$ cat config.mk
export PLATFORM = sky130hd
export DESIGN_NAME = pcint_flag_ctrl
export DESIGN_NICKNAME = d
export VERILOG_FILES = /design/src/rtl/pcint_pkg.sv /design/src/rtl/pcint_rst_sync.sv /design/src/rtl/pcint_in_sync.sv /design/src/rtl/pcint_ext_detect.sv /design/src/rtl/pcint_flag_cell.sv /design/src/rtl/pcint_flag_ctrl.sv
export SDC_FILE = /design/constraint.sdc
export NUM_CORES = 1
export LEC_CHECK = 0
export BUFFER_PORTS_ARGS = -buffer_cell sky130_fd_sc_hd__buf_2
export CAP_MARGIN = 25
export CORE_MARGIN = 4
export CORE_UTILIZATION = 49
export CTS_CLUSTER_DIAMETER = 100
export DETAILED_ROUTE_END_ITERATION = 16
export GPL_ROUTABILITY_DRIVEN = 0
export HOLD_SLACK_MARGIN = 0.03
export PLACE_DENSITY = 0.73
export SLEW_MARGIN = 10
export SYNTH_ARGS = -nofsm -noshare
export SYNTH_HDL_FRONTEND = slang
export SYNTH_SLANG_ARGS = --single-unit
$ cat constraint.sdc
create_clock -name clk -period 1.72 [get_ports clk]
set_input_delay 0.086 -clock clk [delete_from_list [all_inputs] [get_ports clk]]
set_output_delay 0.086 -clock clk [all_outputs]
set_load 0.005 [all_outputs]
$ cat src/rtl/pcint_pkg.sv
package pcint_pkg;
  localparam int REG_DW = 8;
  localparam int REG_AW = 2;

  // register addresses
  localparam logic [REG_AW-1:0] ADDR_MASK_LO = 2'd0;
  localparam logic [REG_AW-1:0] ADDR_MASK_HI = 2'd1;
  localparam logic [REG_AW-1:0] ADDR_CTRL    = 2'd2;
  localparam logic [REG_AW-1:0] ADDR_FLAG    = 2'd3;

  // request / flag / acknowledge index, also the priority order
  localparam int NSRC    = 3;
  localparam int SRC_EXT = 0;
  localparam int SRC_LO  = 1;
  localparam int SRC_HI  = 2;

  // bit positions shared by the control and flag registers
  localparam int BIT_EXT = 6;
  localparam int BIT_HI  = 5;
  localparam int BIT_LO  = 4;

  typedef enum logic [1:0] {
    SNS_LOW  = 2'b00,
    SNS_ANY  = 2'b01,
    SNS_FALL = 2'b10,
    SNS_RISE = 2'b11
  } sense_e;
endpackage

$ cat src/rtl/pcint_rst_sync.sv
module pcint_rst_sync #(
  parameter int STAGES = 2
) (
  input  logic clk,
  input  logic arst_n,
  output logic rst_n_o
);
  logic [STAGES-1:0] chain_q;

  always_ff @(posedge clk or negedge arst_n) begin
    if (!arst_n) chain_q <= '0;
    else         chain_q <= {chain_q[STAGES-2:0], 1'b1};
  end

  assign rst_n_o = chain_q[STAGES-1];
endmodule

$ cat src/rtl/pcint_in_sync.sv
module pcint_in_sync #(
  parameter int W = 13
) (
  input  logic         clk,
  input  logic         rst_n,
  input  logic [W-1:0] d_i,
  output logic [W-1:0] cur_o,
  output logic [W-1:0] prv_o
);
  logic [W-1:0] meta_q, cur_q, prv_q;

  always_ff @(posedge clk or negedge rst_n) begin
    if (!rst_n) begin
      meta_q <= '0;
      cur_q  <= '0;
      prv_q  <= '0;
    end else begin
      meta_q <= d_i;
      cur_q  <= meta_q;
      prv_q  <= cur_q;
    end
  end

  assign cur_o = cur_q;
  assign prv_o = prv_q;
endmodule

$ cat src/rtl/pcint_ext_detect.sv
module pcint_ext_detect
  import pcint_pkg::*;
(
  input  logic   cur_i,
  input  logic   prv_i,
  input  sense_e sense_i,
  output logic   evt_o
);
  always_comb begin
    unique case (sense_i)
      SNS_ANY:  evt_o = cur_i ^ prv_i;
      SNS_FALL: evt_o = prv_i & ~cur_i;
      SNS_RISE: evt_o = cur_i & ~prv_i;
      default:  evt_o = 1'b0;
    endcase
  end
endmodule

$ cat src/rtl/pcint_flag_cell.sv
module pcint_flag_cell (
  input  logic clk,
  input  logic rst_n,
  input  logic set_i,
  input  logic clr_i,
  input  logic hold_zero_i,
  output logic flag_o
);
  logic flag_q, flag_d;

  always_comb begin
    if (hold_zero_i)  flag_d = 1'b0;
    else if (set_i)   flag_d = 1'b1;
    else if (clr_i)   flag_d = 1'b0;
    else              flag_d = flag_q;
  end

  always_ff @(posedge clk or negedge rst_n) begin
    if (!rst_n) flag_q <= 1'b0;
    else        flag_q <= flag_d;
  end

  assign flag_o = flag_q;

  p_set_beats_clear_r6: assert property (@(posedge clk) disable iff (!rst_n)
    (set_i && clr_i && !hold_zero_i) |=> flag_o);
  p_clear_takes_r5: assert property (@(posedge clk) disable iff (!rst_n)
    (clr_i && !set_i) |=> !flag_o);
  p_hold_zero_r8: assert property (@(posedge clk) disable iff (!rst_n)
    hold_zero_i |=> !flag_o);
endmodule

$ cat src/rtl/pcint_flag_ctrl.sv
module pcint_flag_ctrl
  import pcint_pkg::*;
#(
  parameter int LO_W = 8,
  parameter int HI_W = 4,
  parameter int RST_STAGES = 2
) (
  input  logic                    clk,
  input  logic                    rst_n,
  input  logic [LO_W+HI_W-1:0]    pin_i,
  input  logic                    ext_pin_i,
  input  logic                    gie_i,
  input  logic                    wr_en_i,
  input  logic [REG_AW-1:0]       addr_i,
  input  logic [REG_DW-1:0]       wdata_i,
  output logic [REG_DW-1:0]       rdata_o,
  input  logic                    ack_vld_i,
  input  logic [1:0]              ack_idx_i,
  output logic [NSRC-1:0]         irq_o
);
  localparam int PIN_W  = LO_W + HI_W;
  localparam int SYNC_W = PIN_W + 1;
  localparam int EXT_IX = PIN_W;

  logic rst_n_s;

  pcint_rst_sync #(.STAGES(RST_STAGES)) u_rst (
    .clk(clk), .arst_n(rst_n), .rst_n_o(rst_n_s)
  );

  // ---------------- synchronizers ----------------
  logic [SYNC_W-1:0] cur, prv;

  pcint_in_sync #(.W(SYNC_W)) u_sync (
    .clk(clk), .rst_n(rst_n_s), .d_i({ext_pin_i, pin_i}),
    .cur_o(cur), .prv_o(prv)
  );

  // ---------------- registers ----------------
  logic [LO_W-1:0] mask_lo_q, mask_lo_d;
  logic [HI_W-1:0] mask_hi_q, mask_hi_d;
  logic [NSRC-1:0] en_q, en_d;
  sense_e          sense_q, sense_d;
  logic            we_lo, we_hi, we_ctrl, we_flag;

  assign we_lo   = wr_en_i && (addr_i == ADDR_MASK_LO);
  assign we_hi   = wr_en_i && (addr_i == ADDR_MASK_HI);
  assign we_ctrl = wr_en_i && (addr_i == ADDR_CTRL);
  assign we_flag = wr_en_i && (addr_i == ADDR_FLAG);

  always_comb begin
    mask_lo_d = mask_lo_q;
    mask_hi_d = mask_hi_q;
    en_d      = en_q;
    sense_d   = sense_q;
    if (we_lo) mask_lo_d = wdata_i[LO_W-1:0];
    if (we_hi) mask_hi_d = wdata_i[HI_W-1:0];
    if (we_ctrl) begin
      en_d[SRC_EXT] = wdata_i[BIT_EXT];
      en_d[SRC_LO]  = wdata_i[BIT_LO];
      en_d[SRC_HI]  = wdata_i[BIT_HI];
      sense_d       = sense_e'(wdata_i[1:0]);
    end
  end

  always_ff @(posedge clk or negedge rst_n_s) begin
    if (!rst_n_s) begin
      mask_lo_q <= '0;
      mask_hi_q <= '0;
      en_q      <= '0;
      sense_q   <= SNS_LOW;
    end else begin
      mask_lo_q <= mask_lo_d;
      mask_hi_q <= mask_hi_d;
      en_q      <= en_d;
      sense_q   <= sense_d;
    end
  end

  // ---------------- event detection ----------------
  logic [PIN_W-1:0] change;
  logic [NSRC-1:0]  set_v, clr_v, flag_q;
  logic             ext_evt, level_mode;

  assign change = (cur[PIN_W-1:0] ^ prv[PIN_W-1:0]) & {mask_hi_q, mask_lo_q};
  assign level_mode = (sense_q == SNS_LOW);

  pcint_ext_detect u_ext (
    .cur_i(cur[EXT_IX]), .prv_i(prv[EXT_IX]), .sense_i(sense_q), .evt_o(ext_evt)
  );

  assign set_v[SRC_EXT] = ext_evt;
  assign set_v[SRC_LO]  = |change[LO_W-1:0];
  assign set_v[SRC_HI]  = |change[PIN_W-1:LO_W];

  // write-one-to-clear data bit for each source
  logic [NSRC-1:0] w1c_bits;
  assign w1c_bits[SRC_EXT] = wdata_i[BIT_EXT];
  assign w1c_bits[SRC_LO]  = wdata_i[BIT_LO];
  assign w1c_bits[SRC_HI]  = wdata_i[BIT_HI];

  // ---------------- flags ----------------
  for (genvar i = 0; i < NSRC; i++) begin : g_flag
    logic hold_zero;
    assign clr_v[i] = (we_flag && w1c_bits[i]) ||
                      (ack_vld_i && (ack_idx_i == 2'(i)));
    if (i == SRC_EXT) begin : g_ext_hold
      assign hold_zero = level_mode;
    end else begin : g_no_hold
      assign hold_zero = 1'b0;
    end
    pcint_flag_cell u_cell (
      .clk(clk), .rst_n(rst_n_s), .set_i(set_v[i]), .clr_i(clr_v[i]),
      .hold_zero_i(hold_zero), .flag_o(flag_q[i])
    );
  end

  // ---------------- requests ----------------
  always_comb begin
    irq_o[SRC_LO] = gie_i & en_q[SRC_LO] & flag_q[SRC_LO];
    irq_o[SRC_HI] = gie_i & en_q[SRC_HI] & flag_q[SRC_HI];
    if (level_mode) irq_o[SRC_EXT] = gie_i & en_q[SRC_EXT] & ~cur[EXT_IX];
    else            irq_o[SRC_EXT] = gie_i & en_q[SRC_EXT] & flag_q[SRC_EXT];
  end

  // ---------------- read mux ----------------
  always_comb begin
    rdata_o = '0;
    unique case (addr_i)
      ADDR_MASK_LO: rdata_o[LO_W-1:0] = mask_lo_q;
      ADDR_MASK_HI: rdata_o[HI_W-1:0] = mask_hi_q;
      ADDR_CTRL: begin
        rdata_o[BIT_EXT] = en_q[SRC_EXT];
        rdata_o[BIT_HI]  = en_q[SRC_HI];
        rdata_o[BIT_LO]  = en_q[SRC_LO];
        rdata_o[1:0]     = sense_q;
      end
      default: begin
        rdata_o[BIT_EXT] = flag_q[SRC_EXT];
        rdata_o[BIT_HI]  = flag_q[SRC_HI];
        rdata_o[BIT_LO]  = flag_q[SRC_LO];
      end
    endcase
  end

  // ---------------- assertions ----------------
  p_gie_gates_all_r4: assert property (@(posedge clk) disable iff (!rst_n_s)
    !gie_i |-> (irq_o == '0));
  p_ack_hi_clears_r5: assert property (@(posedge clk) disable iff (!rst_n_s)
    (ack_vld_i && ack_idx_i == 2'(SRC_HI) && !set_v[SRC_HI]) |=> !flag_q[SRC_HI]);
  p_rise_sets_ext_r7: assert property (@(posedge clk) disable iff (!rst_n_s)
    (sense_q == SNS_RISE && cur[EXT_IX] && !prv[EXT_IX]) |=> flag_q[SRC_EXT]);
  p_masked_pin_quiet_r3: assert property (@(posedge clk) disable iff (!rst_n_s)
    (mask_lo_q == '0 && !flag_q[SRC_LO]) |=> !flag_q[SRC_LO]);
endmodule

Yosys cells after proc, flatten, opt, wreduce, memory -nomap -nowiden --
Cells that the tools add are included.
Cells by class: equality and inequality tests 8, multiplexer cells 13, reductions and logical operators 21, bitwise operators 14
Operators by type and width (count):
- AND 12 bit | 1
- bitwise XOR 12 bit | 1
- == test 2 bit, second input constant | 5
- logical AND 1 bit | 10
- AND 1 bit | 9
- two-way mux 1 bit | 9
- case mux 3 bit (3 select lines) | 1
- OR reduction 8 bit | 1
- == test 2 x 1 -> 1 bit, second input constant | 3
- logical NOT 2 bit | 3
- case mux 2 bit (3 select lines) | 1
- case mux 2 bit (2 select lines) | 1
- nonzero test 2 bit | 2
- OR reduction 4 bit | 1
- logical OR 1 bit | 3
- case mux 1 bit (3 select lines) | 1
- nonzero test 3 bit | 1
- NOT 1 bit | 2
- bitwise XOR 1 bit | 1
Word-level totals: flip-flop bits (word level) 61, logic and storage cells 67

Longest topological paths before layout --
depth in word-level cells 7, gate-level depth with buffers 4

By module --
Synthesis repeated with hierarchy kept, for this count alone.
Unflattened totals: cells, all modules 154, area total of the unflattened synthesis 2283.4 µm²
By module, submodules not included:
- pcint_flag_ctrl | cells an instance 92, area an instance 1059.8 µm², sequential area each 425.4 µm², instances 1
- pcint_in_sync | cells an instance 39, area an instance 975.9 µm², sequential area each 975.9 µm², instances 1
- pcint_flag_cell | cells an instance 4, area an instance 43.8 µm², sequential area each 25.0 µm², instances 3
- pcint_ext_detect | cells an instance 8, area an instance 62.6 µm², sequential area each 0.0 µm², instances 1
- pcint_rst_sync | cells an instance 3, area an instance 53.8 µm², sequential area each 50.0 µm², instances 1

Worst setup path before layout --
Ideal clock, no wire load.
path kind reg-to-reg, start point register u_sync.cur_q[12], in the netlist u_sync.cur_o[12], end point register g_flag[0].u_cell.flag_q, clock period less this slack 1.203 ns, stages on the path, launching flop included 5, slack 0.517 ns, data arrival time 1.079 ns, path through dfrtp_1 > inv_1 > ha_1 > mux2_2 > a211o_1
On the way: word-level cells in the longest chain between the ends 5, elaborated cells between the ends (all ways) 8, those cells by class mux (3); bitwise (4); reduce/logical (1)
RTL lines:
- start, declared | line pcint_in_sync.sv:10 | logic [W-1:0] meta_q, cur_q, prv_q;
- start signal, assigned | line pcint_in_sync.sv:19 | cur_q <= meta_q;
- NOT 1 bit | line pcint_ext_detect.sv:12 | SNS_FALL: evt_o = prv_i & ~cur_i;
- AND 1 bit | line pcint_ext_detect.sv:12
- case mux 1 bit (3 select lines) * | line pcint_ext_detect.sv:10 | unique case (sense_i)
- two-way mux 1 bit | line pcint_flag_cell.sv:13 | else if (set_i) flag_d = 1'b1;
- two-way mux 1 bit | line pcint_flag_cell.sv:12 | if (hold_zero_i) flag_d = 1'b0;
- end signal, assigned | line pcint_flag_cell.sv:20 | else flag_q <= flag_d;
- end, declared | line pcint_flag_cell.sv:9 | logic flag_q, flag_d;
Every way passes the cells marked *; elsewhere a longest branch is shown, timed or not. A chain may end at the register's enable or synchronous reset.

Final worst setup path --
start point register sense_q[1], end point output irq_o[0]
On the way: word-level cells in the longest chain between the ends 2
RTL lines:
- start, declared | line pcint_flag_ctrl.sv:43 | sense_e sense_q, sense_d;
- start signal, assigned | line pcint_flag_ctrl.sv:76 | sense_q <= sense_d;
- logical NOT 2 bit | line pcint_flag_ctrl.sv:86 | assign level_mode = (sense_q == SNS_LOW);
- two-way mux 1 bit | line pcint_flag_ctrl.sv:122 | if (level_mode) irq_o[SRC_EXT] = gie_i & en_q[SRC_EXT] & ~cur[EXT_IX];
- end, declared | line pcint_flag_ctrl.sv:19 | output logic [NSRC-1:0] irq_o
No other way between the ends.

==> impl_metrics.py <==
metrics = {
    "yosys": {
        "synth-edff-count": 0,
        "synth_area_um2": 2283,
        "synth_top_area_cell": "dfrtp_1",
        "synth.avg_cell_area_um2": 15.75,
        "yosys_warnings": 0,
        "ys_async_sr_fraction_pct": 100.0,
        "synth.yosys.seq_area_share_pct": 66.85,
        "mappedNetlistNets": 177,
        "yosysUniqueCellTypes": 29,
        "syn_inst": 145,
        "synth.area.top_cells": "dfrtp_1 67%, mux2_2 6.4%, mux2_4 5.3%, xor2_1 4.6%, mux2i_1 1.8%",
        "synth_ff_type": "dfrtp_1",
        "synth-seq-cells": 61,
        "synth_top_area_share_pct": 66.85,
        "synth_common_cells": "61 x dfrtp_1, 13 x mux2_2, 12 x xor2_1",
        "yosysMostFrequentCell": "dfrtp_1",
    },
    "worst_setup_path": {
        "endpoint_kind": "output port",
        "crit_slowest_cell": "dfrtp_1",
        "critPathRequiredTime_ns": 1.63,
        "critPathMaxFanout": 6,
        "cp.buffers_inverters": 1,
        "crit_arrival_ns": 1.51,
        "slowest_delay_ns": 0.44,
        "crit_chain": "o21ai_0 > o31ai_1 > and3_1 > buf_2",
        "crit_path_start_kind": "flip-flop",
        "path_delay_family": "flip-flops",
        "ff2ff_setup_slack_ns": 0.43,
        "path_class": "flip-flop to output port",
    },
    "placement": {
        "dp_hpwl_um": 2913,
        "io_buffers": 40,
    },
    "power": {
        "p_leak_uw": 0.001431,
        "finalPower_uw": 3458,
        "pwr_density_cell_nw_per_um2": 1168,
        "ir_worst_vdd_mv": 1.096,
    },
    "cts": {
        "cts.path.max_buffers": 2,
        "cts_buffers": 9,
        "cts_tree": "yes",
        "clkSlewWorstSetupHoldPaths_ns": 0.06,
        "root_buffer": "clkbuf_8",
        "ctsResizeCount": 0,
        "cts_sinks": 61,
        "worstSkewPairLatency_ns": 0.34,
        "htreeDepth": 3,
    },
    "floorplanning": {
        "die_w_um": 76.27,
        "initial_core_util_pct": 51.38,
        "die_h_um": 76.27,
        "pin_count": 41,
        "core_area_um2": 4444,
        "fp.dieArea_um2": 5816,
        "std_cell_rows": 24,
    },
    "global_route": {
        "grt.overflow.total": 0,
        "antenna_found_initial": 0,
        "grt_first_pass_wirelength_um": 7762,
        "grt_max_degree": 32,
        "grt_pass1_vias": 1567,
        "gr-usage-all-layers_pct": 17.72,
    },
    "timing": {
        "slew_viol_final": 0,
        "hold_viol": 0,
        "clock-skew-final_ns": 0.007952,
        "rsz0062_at_grt": "false",
        "period_needed_ns": 1.599,
        "setup_tns_ns": 0,
        "setup_viol": 0,
        "fin_crit_sh_pct": 92.99,
        "fmax_ghz": 0.6252,
    },
    "route": {
        "via_per_inst": 5.150,
        "wl_per_cell_um": 16.33,
        "wl_met1_um": 1826,
        "drtPass1Iterations": 4,
        "antenna_left": 0,
        "wl_met2_um": 2264,
        "wirelength_um": 4474,
        "drc": 0,
        "wl_met3_um": 269,
        "highest_layer": "met4",
        "num_vias": 1411,
        "drtIter0Drc": 94,
    },
    "layout": {
        "nets": 249,
        "area_growth_syn_to_layout_pct": 29.70,
        "drive_gt1_share_pct": 36.94,
        "num_antenna_cells": 0,
    },
    "job": {
        "drv_cap": 0,
    },
    "worst_hold_path": {
        "hold_class": "input port to asynchronous set/reset pin",
    },
    "outcome": {
        "status": "finished, final reports clean",
    },
}
==> path summary, 6_finish.rpt <==
check                                  from                 endpoint  cells after the start
min in group clk                  ack_vld_i  g_flag[2].u_cell.flag_o                      4
hold / removal                        rst_n         u_rst.chain_q[1]                      2
hold reg to reg            u_rst.chain_q[1]        u_sync.meta_q[10]                      1
max in group asynchronous  u_rst.chain_q[1]          u_sync.prv_o[2]                      1
setup reg to reg           u_sync.cur_o[12]  g_flag[0].u_cell.flag_o                      4
setup / recovery                 sense_q[1]                 irq_o[0]                      4
==> registers in the layout, indices dropped and copies added (netlist names) <==
| signal | flops |
|---|---|
| u_sync.meta_q | 13 |
| u_rst.chain_q | 2 |
| g_flag.u_cell.flag_o | 3 |
| mask_hi_q | 4 |
| mask_lo_q | 8 |
| u_sync.cur_o | 13 |
| u_sync.prv_o | 13 |
| sense_q | 2 |
| en_q | 3 |
==> where the power goes <==
| part | leakage [uW] | total [uW] | internal (uW) | switching, uW |
|---|---|---|---|---|
| Clock | 0.000107 | 1340 | 809 | 530 |
| Combinational | 0.000616 | 434 | 259 | 175 |
| Sequential | 0.000708 | 1690 | 1570 | 112 |
| Total | 0.00143 | 3460 | 2640 | 816 |
==> stage by stage <==
step,area (um^2),worst slack (ns),hold slack [ns],utilization [%],std cells
floorplan,2285,0.5166,-0.2096,-,145
global placement,2535,0.5009,-0.1285,57.04,236
detailed placement,2535,0.4381,-0.1211,57.04,236
CTS,2962,0.09401,0.05042,66.64,274
global route,2962,0.05970,0.05406,66.64,274
finish,2962,0.1205,0.06098,66.64,274
==> cell usage in the layout (no fill, tap or decap), types with 8 or more instances in the layout <==
| master | instances |
|---|---|
| dlygate4sd3_1 | 22 |
| mux2_4 | 8 |
| buf_2 | 40 |
| clkbuf_8 | 9 |
| mux2_2 | 13 |
| dfrtp_1 | 60 |
| xor2_1 | 12 |
==> per-layer routing <==
| metal | up-vias | GRT usage [%] |
|---|---|---|
| li1 | 654 | - |
| met1 | 696 | 19.92 |
| met2 | 45 | 27.94 |
| met3 | 16 | 8.865 |
| met4 | 0 | 8.696 |
| met5 | - | 0 |
==> logic make-up after synthesis <==
kind of cell             after synthesis  synth area share [%]
AO/OA/AOI/OAI                         15                 4.932
XOR/XNOR                              12                 4.603
adder cells (fa/ha/maj)                2                 1.096
buffers and inverters                  5                 1.644
flip-flops                            61                 66.85
multiplexers                          25                 13.42
other                                  1                0.1642
AND/OR/NAND/NOR                       24                 7.288
==> cell type report <==
| type | count | area, um^2 |
|---|---|---|
| flip-flops and latches | 61 | 1528 |
| fillers | 329 | 1483 |
| multi-input cells | 79 | 719.4 |
| repair buffers | 64 | 435.4 |
| clock buffers | 11 | 131.4 |
| clock inverters | 5 | 75.07 |
| well taps | 52 | 65.06 |
| inverters | 2 | 7.507 |
==> timing repair <==
item / CTS / global route
hold buffers: 22 / 0
hold endpoints to repair: 30 / 0
setup buffers: 0 / 0
setup endpoints to repair: 0 / 0
Note: power is estimated with default switching activity, not from simulation.
